**src/rtl/vme_win_pkg.sv**
```systemverilog
package vme_win_pkg;
   typedef enum logic [1:0] {
      ST_IDLE   = 2'd0,
      ST_DECODE = 2'd1,
      ST_EXEC   = 2'd2
   } win_state_e;
endpackage

```
**src/rtl/vmw_sync.sv**
```systemverilog
module vmw_sync #(
   parameter int unsigned W       = 4,
   parameter int unsigned STAGES  = 2,
   parameter logic [W-1:0] RST_VAL = '1
) (
   input  logic         clk,
   input  logic         rst,
   input  logic [W-1:0] d,
   output logic [W-1:0] q
);
   logic [W-1:0] chain [STAGES];

   genvar g;
   generate
      for (g = 0; g < STAGES; g++) begin : g_stage
         if (g == 0) begin : g_first
            always_ff @(posedge clk) begin
               if (rst) chain[0] <= RST_VAL;
               else     chain[0] <= d;
            end
         end else begin : g_next
            always_ff @(posedge clk) begin
               if (rst) chain[g] <= RST_VAL;
               else     chain[g] <= chain[g-1];
            end
         end
      end
   endgenerate

   assign q = chain[STAGES-1];
endmodule

```
**src/rtl/vmw_decode.sv**
```systemverilog
module vmw_decode #(
   parameter int unsigned ADDR_W  = 24,
   parameter int unsigned OFF_W   = 20,
   parameter int unsigned AM_W    = 6,
   parameter int unsigned BASE    = 'h8,
   parameter int unsigned AM_CODE = 'h39,
   parameter int unsigned WIN_LO  = 'h70000,
   parameter int unsigned WIN_HI  = 'h70020,
   parameter int unsigned IDX_W   = 4
) (
   input  logic [ADDR_W-1:0] addr,
   input  logic [AM_W-1:0]   am,
   input  logic              lword_n,
   input  logic [1:0]        ds_n,
   output logic              hit,
   output logic [IDX_W-1:0]  idx
);
   localparam int unsigned BASE_W = ADDR_W - OFF_W;

   logic [OFF_W-1:0] offset;
   logic [OFF_W-1:0] rel;
   logic base_ok, am_ok, width_ok, align_ok, range_ok;

   always_comb begin
      offset   = addr[OFF_W-1:0];
      rel      = offset - OFF_W'(WIN_LO);
      base_ok  = addr[ADDR_W-1:OFF_W] == BASE_W'(BASE);
      am_ok    = am == AM_W'(AM_CODE);
      width_ok = !lword_n && (ds_n == 2'b00);
      align_ok = offset[1:0] == 2'b00;
      range_ok = (offset >= OFF_W'(WIN_LO)) && (offset <= OFF_W'(WIN_HI));
      hit      = base_ok && am_ok && width_ok && align_ok && range_ok;
      idx      = rel[IDX_W+1:2];
   end
endmodule

```
**src/rtl/vmw_regs.sv**
```systemverilog
module vmw_regs #(
   parameter int unsigned NREG  = 9,
   parameter int unsigned DW    = 32,
   parameter int unsigned IDX_W = 4
) (
   input  logic             clk,
   input  logic             rst,
   input  logic             we,
   input  logic [IDX_W-1:0] widx,
   input  logic [DW-1:0]    wdata,
   input  logic [IDX_W-1:0] ridx,
   output logic [DW-1:0]    rdata
);
   logic [DW-1:0] mem [NREG];

   genvar g;
   generate
      for (g = 0; g < NREG; g++) begin : g_reg
         logic [DW-1:0] r;
         always_ff @(posedge clk) begin
            if (rst)                                r <= '0;
            else if (we && (int'(widx) == g))       r <= wdata;
         end
         assign mem[g] = r;
      end
   endgenerate

   always_comb begin
      rdata = '0;
      for (int i = 0; i < NREG; i++)
         if (int'(ridx) == i) rdata = mem[i];
   end
endmodule

```
**src/rtl/vme_boot_window.sv**
```systemverilog
module vme_boot_window #(
   parameter int unsigned ADDR_W      = 24,
   parameter int unsigned OFF_W       = 20,
   parameter int unsigned DW          = 32,
   parameter int unsigned AM_W        = 6,
   parameter int unsigned BASE        = 'h8,
   parameter int unsigned AM_CODE     = 'h39,
   parameter int unsigned WIN_LO      = 'h70000,
   parameter int unsigned WIN_HI      = 'h70020,
   parameter int unsigned SYNC_STAGES = 2,
   localparam int unsigned NREG  = (WIN_HI - WIN_LO) / 4 + 1,
   localparam int unsigned IDX_W = (NREG > 1) ? $clog2(NREG) : 1
) (
   input  logic              clk,
   input  logic              rst,
   input  logic              vme_as_n,
   input  logic [1:0]        vme_ds_n,
   input  logic              vme_write_n,
   input  logic              vme_lword_n,
   input  logic [AM_W-1:0]   vme_am,
   input  logic [ADDR_W-1:0] vme_addr,
   input  logic [DW-1:0]     vme_data_i,
   output logic [DW-1:0]     vme_data_o,
   output logic              vme_data_oe,
   output logic              vme_dtack_n,
   output logic              cfg_wr_stb,
   output logic [IDX_W-1:0]  cfg_wr_idx,
   output logic [DW-1:0]     cfg_wr_data
);
   import vme_win_pkg::*;

   generate
      if (WIN_HI < WIN_LO || (WIN_LO % 4) != 0 || SYNC_STAGES < 2 ||
          OFF_W >= ADDR_W || WIN_HI >= (1 << OFF_W) || IDX_W + 2 > OFF_W) begin : g_bad_cfg
         $error("vme_boot_window: inconsistent parameters");
      end
   endgenerate

   // strobe synchroniser: {as_n, ds_n[1:0], write_n}
   logic [3:0] strb_s;
   logic       as_s, wr_n_s;
   logic [1:0] ds_s;

   vmw_sync #(.W(4), .STAGES(SYNC_STAGES), .RST_VAL(4'b1111)) i_sync (
      .clk (clk),
      .rst (rst),
      .d   ({vme_as_n, vme_ds_n, vme_write_n}),
      .q   (strb_s)
   );
   assign {as_s, ds_s, wr_n_s} = strb_s;

   win_state_e        st, st_nxt;
   logic              armed;
   logic [ADDR_W-1:0] cap_addr;
   logic [AM_W-1:0]   cap_am;
   logic              cap_lword_n;
   logic [1:0]        cap_ds_n;
   logic              cap_wr;
   logic [DW-1:0]     cap_data;
   logic              hit;
   logic [IDX_W-1:0]  hit_idx;
   logic              start;
   logic              reg_we;
   logic [DW-1:0]     reg_rdata;

   assign start = (st == ST_IDLE) && armed && !as_s && (ds_s != 2'b11);

   vmw_decode #(
      .ADDR_W(ADDR_W), .OFF_W(OFF_W), .AM_W(AM_W), .BASE(BASE), .AM_CODE(AM_CODE),
      .WIN_LO(WIN_LO), .WIN_HI(WIN_HI), .IDX_W(IDX_W)
   ) i_decode (
      .addr    (cap_addr),
      .am      (cap_am),
      .lword_n (cap_lword_n),
      .ds_n    (cap_ds_n),
      .hit     (hit),
      .idx     (hit_idx)
   );

   always_comb begin
      st_nxt = st;
      case (st)
         ST_IDLE:   if (start) st_nxt = ST_DECODE;
         ST_DECODE: begin
            st_nxt = ST_IDLE;                 // a miss always falls back
            if (hit) st_nxt = ST_EXEC;
         end
         ST_EXEC:   if (ds_s == 2'b11) st_nxt = ST_IDLE;
         default:   st_nxt = ST_IDLE;
      endcase
   end

   always_ff @(posedge clk) begin
      if (rst) begin
         st          <= ST_IDLE;
         armed       <= 1'b0;
         cap_addr    <= '0;
         cap_am      <= '0;
         cap_lword_n <= 1'b1;
         cap_ds_n    <= 2'b11;
         cap_wr      <= 1'b0;
         cap_data    <= '0;
      end else begin
         st <= st_nxt;
         if (as_s)       armed <= 1'b1;
         else if (start) armed <= 1'b0;
         if (start) begin
            cap_addr    <= vme_addr;
            cap_am      <= vme_am;
            cap_lword_n <= vme_lword_n;
            cap_ds_n    <= ds_s;
            cap_wr      <= !wr_n_s;
            cap_data    <= vme_data_i;
         end
      end
   end

   assign reg_we = (st == ST_DECODE) && hit && cap_wr;

   vmw_regs #(.NREG(NREG), .DW(DW), .IDX_W(IDX_W)) i_regs (
      .clk   (clk),
      .rst   (rst),
      .we    (reg_we),
      .widx  (hit_idx),
      .wdata (cap_data),
      .ridx  (hit_idx),
      .rdata (reg_rdata)
   );

   always_ff @(posedge clk) begin
      if (rst) begin
         cfg_wr_stb  <= 1'b0;
         cfg_wr_idx  <= '0;
         cfg_wr_data <= '0;
      end else begin
         cfg_wr_stb <= reg_we;
         if (reg_we) begin
            cfg_wr_idx  <= hit_idx;
            cfg_wr_data <= cap_data;
         end
      end
   end

   assign vme_dtack_n = (st != ST_EXEC);
   assign vme_data_oe = (st == ST_EXEC) && !cap_wr;
   assign vme_data_o  = vme_data_oe ? reg_rdata : '0;

   // outputs released right after reset
   a_r1_reset_release: assert property (@(posedge clk) disable iff (rst)
      $past(rst) |-> (vme_dtack_n && !vme_data_oe));
   // DTACK only falls after the decoder reported a hit
   a_r2_ack_needs_hit: assert property (@(posedge clk) disable iff (rst)
      $fell(vme_dtack_n) |-> $past(hit));
   // a miss in decode returns to idle with DTACK released
   a_r4_miss_to_idle: assert property (@(posedge clk) disable iff (rst)
      (st == ST_DECODE && !hit) |=> (st == ST_IDLE && vme_dtack_n));
   // DTACK held while a data strobe is still active
   a_r5_hold_ack: assert property (@(posedge clk) disable iff (rst)
      (!vme_dtack_n && ds_s != 2'b11) |=> !vme_dtack_n);
   // DTACK released once both strobes are gone
   a_r5_release_ack: assert property (@(posedge clk) disable iff (rst)
      (!vme_dtack_n && ds_s == 2'b11) |=> vme_dtack_n);
   // driver enabled only on acknowledged reads
   a_r7_oe_read_only: assert property (@(posedge clk) disable iff (rst)
      vme_data_oe |-> (!vme_dtack_n && !cap_wr));
   // write strobe is a single pulse
   a_r8_single_stb: assert property (@(posedge clk) disable iff (rst)
      cfg_wr_stb |=> !cfg_wr_stb);
endmodule

```
**config.mk**
```make
export PLATFORM = sky130hd
export DESIGN_NAME = vme_boot_window
export DESIGN_NICKNAME = d
export VERILOG_FILES = /design/src/rtl/vme_win_pkg.sv /design/src/rtl/vmw_sync.sv /design/src/rtl/vmw_decode.sv /design/src/rtl/vmw_regs.sv /design/src/rtl/vme_boot_window.sv
export SDC_FILE = /design/constraint.sdc
export NUM_CORES = 1
export LEC_CHECK = 0
export CAP_MARGIN = 40
export CELL_PAD_IN_SITES_DETAIL_PLACEMENT = 1
export CELL_PAD_IN_SITES_GLOBAL_PLACEMENT = 2
export CORE_ASPECT_RATIO = 0.6
export CORE_MARGIN = 8
export CORE_UTILIZATION = 30
export CTS_BUF_LIST = sky130_fd_sc_hd__clkbuf_16
export DETAILED_ROUTE_END_ITERATION = 6
export GPL_TIMING_DRIVEN = 1
export PLACE_DENSITY = 0.75
export SLEW_MARGIN = 20
export SYNTH_ARGS = -nofsm -noshare
export SYNTH_HDL_FRONTEND = slang
export SYNTH_HIERARCHICAL = 1
export SYNTH_SLANG_ARGS = --single-unit
```
**constraint.sdc**
```tcl
create_clock -name clk -period 8.64 [get_ports clk]
set_clock_uncertainty 0.2 [all_clocks]
set_input_delay 1.728 -clock clk [delete_from_list [all_inputs] [get_ports clk]]
set_output_delay 1.728 -clock clk [all_outputs]
set_load 0.01 [all_outputs]
```
== Word level (Yosys, flattened, before mapping) ==
Memory sizes are Yosys's and may differ from the RTL's.
Cells that the tools add are included.

* Add/subtract/negate cells: 1
* Bitwise logic cells: 2
* Equal/unequal tests: 17
* Multiplexer cells: 21
* Reduce and logical (&&, ||, !) cells: 31
* Magnitude comparators: 2

{| class="wikitable"
|+ Operators with widths
! kind !! count
|-
| 32-bit two-way mux || 10
|-
| 4-bit == test, second input constant || 6
|-
| 1-bit logical AND || 21
|-
| 20-bit by 19-bit greater-or-equal comparator with 1-bit output, second input constant || 1
|-
| 20-bit by 19-bit <= comparator with 1-bit output, second input constant || 1
|-
| 4-bit by 3-bit == test with 1-bit output, second input constant || 2
|-
| 4-bit two-way mux || 2
|-
| 2-bit != test, second input constant || 4
|-
| 6-bit == test, second input constant || 1
|-
| 2-bit logical NOT || 3
|-
| 2-bit two-way mux || 3
|-
| 2-bit case mux with 3 select lines || 1
|-
| 6-bit by 1-bit subtractor with 6-bit output, second input constant || 1
|-
| 1-bit two-way mux || 5
|-
| 2-bit == test, second input constant || 2
|-
| 4-bit by 2-bit == test with 1-bit output, second input constant || 1
|-
| 1-bit logical NOT || 4
|-
| 4-bit logical NOT || 1
|-
| 2-bit by 1-bit == test with 1-bit output, second input constant || 1
|-
| 1-bit OR || 2
|-
| 2-bit AND reduction || 1
|-
| 2-bit nonzero test || 1
|}

* RAM bits: 8
* Register bits: 394
* Input bits: 69
* Output and inout bits: 71
* Logic and storage cells: 95
* Memories: 1

{| class="wikitable"
|+ Memory list
! name !! depth !! width !! rd ports !! clocked after Yosys merged registers in !! write ports !! RTL line !! source
|-
| i_sync.chain || 2 || 4 || 2 || 0 || 2 || vmw_sync.sv:11 || <nowiki>logic [W-1:0] chain [STAGES];</nowiki>
|}

== Depth between registers and ports, before layout ==
* Word-level depth: 12
* Depth in mapped cells: 12
* Gate-level depth less buffers: 9

== Modules after synthesis ==
Netlist, hierarchy kept.

{| class="wikitable"
|+ By module, submodules not included
! module !! area an instance (µm²) !! sequential area each (µm²) !! times used !! cells an instance
|-
| vmw_regs || 13143.9 || 5765.5 || 1 || 1750
|-
| vme_boot_window || 4496.8 || 2122.0 || 1 || 493
|-
| vmw_sync || 210.2 || 160.2 || 1 || 16
|-
| vmw_decode || 120.1 || 0.0 || 1 || 16
|}

== Worst setup path after synthesis ==
No wires, ideal clock.

* Path type: register -> output
* Start: register cap_addr[4]
* End: output vme_data_o[13]
* Buffers on the path: 4
* Cell stages (with the launch flop): 10
* Setup slack: 4990 ps
* Arrival: 1722 ps
* Data required time: 6712 ps
* Cell sequence: dfxtp_1 -> buf_4 -> buf_2 -> or3b_1 -> buf_6 -> nor2_8 -> buf_4 -> a22oi_1 -> o31ai_2 -> and2_1

* Cells in the longest elaborated chain, start to end: 12
* Elaborated cells between the ends (all ways): 20
* Those cells by class: add/sub (1); eq/ne (8); mux (10); reduce/logical (1)

{| class="wikitable"
|+ RTL lines
! element !! RTL line !! source
|-
| start: declaration || vme_boot_window.sv:54 || <nowiki>logic [ADDR_W-1:0] cap_addr;</nowiki>
|-
| start signal: assignment || vme_boot_window.sv:108 || <nowiki>cap_addr <= vme_addr;</nowiki>
|-
| 6-bit by 1-bit subtractor with 6-bit output * || vmw_decode.sv:26 || <nowiki>rel = offset - OFF_W'(WIN_LO);</nowiki>
|-
| named net hit_idx[2] || vme_boot_window.sv:61 || <nowiki>logic [IDX_W-1:0] hit_idx;</nowiki>
|-
| 4-bit logical NOT || vmw_regs.sv:31 || <nowiki>if (int'(ridx) == i) rdata = mem[i];</nowiki>
|-
| 32-bit two-way mux (8 in series) || vmw_regs.sv:31 ||
|-
| 32-bit two-way mux * || vmw_regs.sv:31 ||
|-
| named net reg_rdata[13] || vme_boot_window.sv:64 || <nowiki>logic [DW-1:0] reg_rdata;</nowiki>
|-
| 32-bit two-way mux * || vme_boot_window.sv:146 || <nowiki>assign vme_data_o = vme_data_oe ? reg_rdata : '0;</nowiki>
|-
| end: declaration || vme_boot_window.sv:23 || <nowiki>output logic [DW-1:0] vme_data_o,</nowiki>
|}

Mark *: on every way through the listed nets, which the timed path passes. The rest lies on a longest branch.

== Final worst setup path ==
* Start: register cap_addr[2]
* End: output vme_data_o[19]

* Cells in the longest elaborated chain, start to end: 12
* Elaborated cells between the ends (all ways): 20
* Those cells by class: add/sub (1); eq/ne (8); mux (10); reduce/logical (1)

{| class="wikitable"
|+ RTL lines
! element !! RTL line
|-
| 6-bit by 1-bit subtractor with 6-bit output * || vmw_decode.sv:26
|-
| 4-bit logical NOT || vmw_regs.sv:31
|-
| 32-bit two-way mux (8 in series) || vmw_regs.sv:31
|-
| 32-bit two-way mux * || vmw_regs.sv:31
|-
| named net reg_rdata[19] || vme_boot_window.sv:64
|-
| 32-bit two-way mux * || vme_boot_window.sv:146
|}

Marked as above.

==> results.ini <==
[status]
status = complete, no violations

[setup_path]
worstPathCellList = buf_4 > nor4bb_4 > buf_4 > o2bb2ai_1 > o221ai_1 > nand3_1 > and2_1 > clkdlybuf4s50_1
worstPathArrival_ns = 4.02
startpoint_type = flip-flop
crit_family = buffers and inverters
crit_required_ns = 6.71
end_kind = output port
crit_type = flip-flop to output port
critPathSlowestCell = dfxtp_4
cp_num_buf_inv = 3
cpPeakStageDelay_ns = 0.85
crit_fanout = 50
cpMostUsedCell = buf_4

[clock_tree]
cts_setup_buffers = 0
cts.htree.levels = 2
clockBufferDepth = 3
root_buffer = clkbuf_16
clkTransAtPathRegs_ns = 0.06
cts_sinks = 402
ctsHoldBuffers = 0
insertion_delay_ns = 0.54
cts_tree = done
post_cts_resized = 0
numCtsBuffers = 40

[floorplanning]
die_w_um = 332
coreArea_um2 = 59200
die_h_um = 206
die_area_um2 = 68200
fp-row-count = 69
io_pins = 140
start_util = 0.303

[finish]
layout-drive-gt1-share = 0.0593
nets = 2351
final_cells = 3090
area_growth_pct = 17.3
final_util = 0.356
antenna_cells = 0

[pwr]
leakage_nw = 6.60
ir_drop_mv = 0.0964
power.density_nw_per_um2 = 173

[run]
drv_cap = 0

[timing]
final-hold-violation-count = 0
period_needed_ns = 5.95
fin_crit_sh = 0.689
worst_pin_slew_ns = 1.02
slew_headroom = 0.318
fin_tns_setup_ns = 0
setup_viol = 0
slew_viol_final = 0
rsz0062_at_grt = no
fmax_ghz = 0.168

[yosys]
syn_nets = 2344
synth_top_family_by_area = simple AND/OR/NAND/NOR gates
synthMuxAreaShare = 0.0619
synth_compound_area_frac = 0.179
synthCells = 2275
ys_async_sr_fraction = 0
ys_warn_count = 6
synthSimpleGateAreaFrac = 0.250
synth.avg_cell_area_um2 = 7.90
synth_seq_cells = 402
synth_seq_area_share = 0.448
netlist-cell-type-count = 61
synth_area_um2 = 18000
synth_xor_area_frac = 0
synth_ff_type = dfxtp_1
synth_edf_count = 0
yosys.area_share.adder = 0

[detailed_routing]
firstDrtPassIters = 7
antenna_left = 0
routed_wl_um = 70600
drcViolationCount = 0
vias_per_cell = 5.23
routedWlPerCell_um = 22.8
num_vias = 16200
drt_iter0_drc = 1057

[place]
io_buffers = 139
dp_cells = 3018
hpwl_um = 45100
finalWeightedCongestion = 0.776

[global_route]
grt_pass1_wl_um = 106000
grt_start_max_net_pins = 225
grt_overflow_total = 0
track_usage = 0.200
grt_pass1_vias = 16800
antenna_found_initial = 0

[worst_hold_path]
worstHoldPathType = flip-flop to flip-flop

layout by cell type, fill, tap and decap left out, drive strengths merged, types with 11 or more instances in the layout:
cell,netlist,layout
clkbuf,130,42
nor2,32,32
and2,33,33
or2,11,11
nand3b,20,20
a21oi,358,358
nand2,678,678
nor3,11,11
o21a,15,15
clkinv,0,15
a22oi,28,28
inv,8,19
dfxtp,402,402
buf,95,51
nand3,17,17
o2bb2ai,14,14
nor2b,23,23
nand2b,129,129
o21ai,27,27
a22o,23,23
o221ai,15,15
o22ai,22,22
mux2i,110,110
clkdlybuf4s50,0,138
per-stage QoR:
step                      worst slack (ns)  hold slack, ns  power (mW)  cell area (um2)
after detailed placement              3.23           0.195        2.01            19900
final                                 2.69           0.211        3.66            21100
after floorplan                       4.99           0.183        1.96            18000
after CTS                             2.65           0.214        3.70            21000
after global placement                3.28           0.194        2.01            19700
after global routing                  2.43           0.227        3.78            21100
report_power, final:
part	switching (mW)	leakage (nW)	total, mW	internal (mW)
logic	0.0576	2.73	0.108	0.0506
registers	0.00784	3.24	1.86	1.86
clock network	0.770	0.625	1.68	0.913
logic make-up after synthesis:
| family | count (synthesis) |
|---|---|
| AND/OR/NAND/NOR | 983 |
| buffers and inverters | 233 |
| AO/OA/AOI/OAI | 546 |
| flip-flops | 402 |
| multiplexers | 111 |
cell type report:
cell class | count | area (um2)
Multi-Input combinational cell | 1640 | 8910
Timing Repair Buffer | 190 | 1920
Clock inverter | 28 | 163
Tap cell | 781 | 977
Inverter | 8 | 30.0
Clock buffer | 41 | 1030
Sequential cell | 402 | 8060
Fill cell | 7009 | 38100
sequential cells by signal, indices dropped and copies added, names as in the netlist:
name and count:
armed 1, cap_addr 24, cap_am 6, cap_data 32, cap_ds_n 2, cap_lword_n 1, cap_wr 1, cfg_wr_data 32
cfg_wr_idx 4, cfg_wr_stb 1, i_regs/g.r 288, i_sync/chain 8, st 2
cell usage after synthesis (all sizes together) (17+ instances only):
cell type,n,share of area
nor2b,23,0.0080
dfxtp,402,0.45
nand2,678,0.14
a22oi,28,0.012
o21ai,27,0.0075
buf,95,0.032
clkbuf,130,0.027
a21oi,358,0.10
nand2b,129,0.045
nand3b,20,0.0091
o22ai,22,0.0077
nand3,17,0.0047
and2,33,0.011
mux2i,110,0.061
nor2,32,0.0076
a22o,23,0.011
final timing paths:
kind,startpoint,endpoint,slack (ns),cells after the start
setup / recovery,cap_addr[2],vme_data_o[19],2.69,8
hold / removal,i_sync/chain[0][1],i_sync/chain[1][1],0.21,1
setup reg to reg,cap_addr[2],i_regs/g_reg[2].r[8],3.91,11
hold reg to reg,i_sync/chain[0][1],i_sync/chain[1][1],0.21,1
metal layers:
metal,GRT usage,wire length [um]
met4,0.0448,1170
met5,0,0
met2,0.317,31100
met1,0.286,34900
met3,0.0304,3400
worst register-to-register path, delay by kind of cell, from the launching register on:
family,cells,cell delay (ns)
simple gates,5,1.78
compound gates,2,0.54
flops,1,0.57
buf+inv,4,1.57
Note: power is estimated with default switching activity, not from simulation.
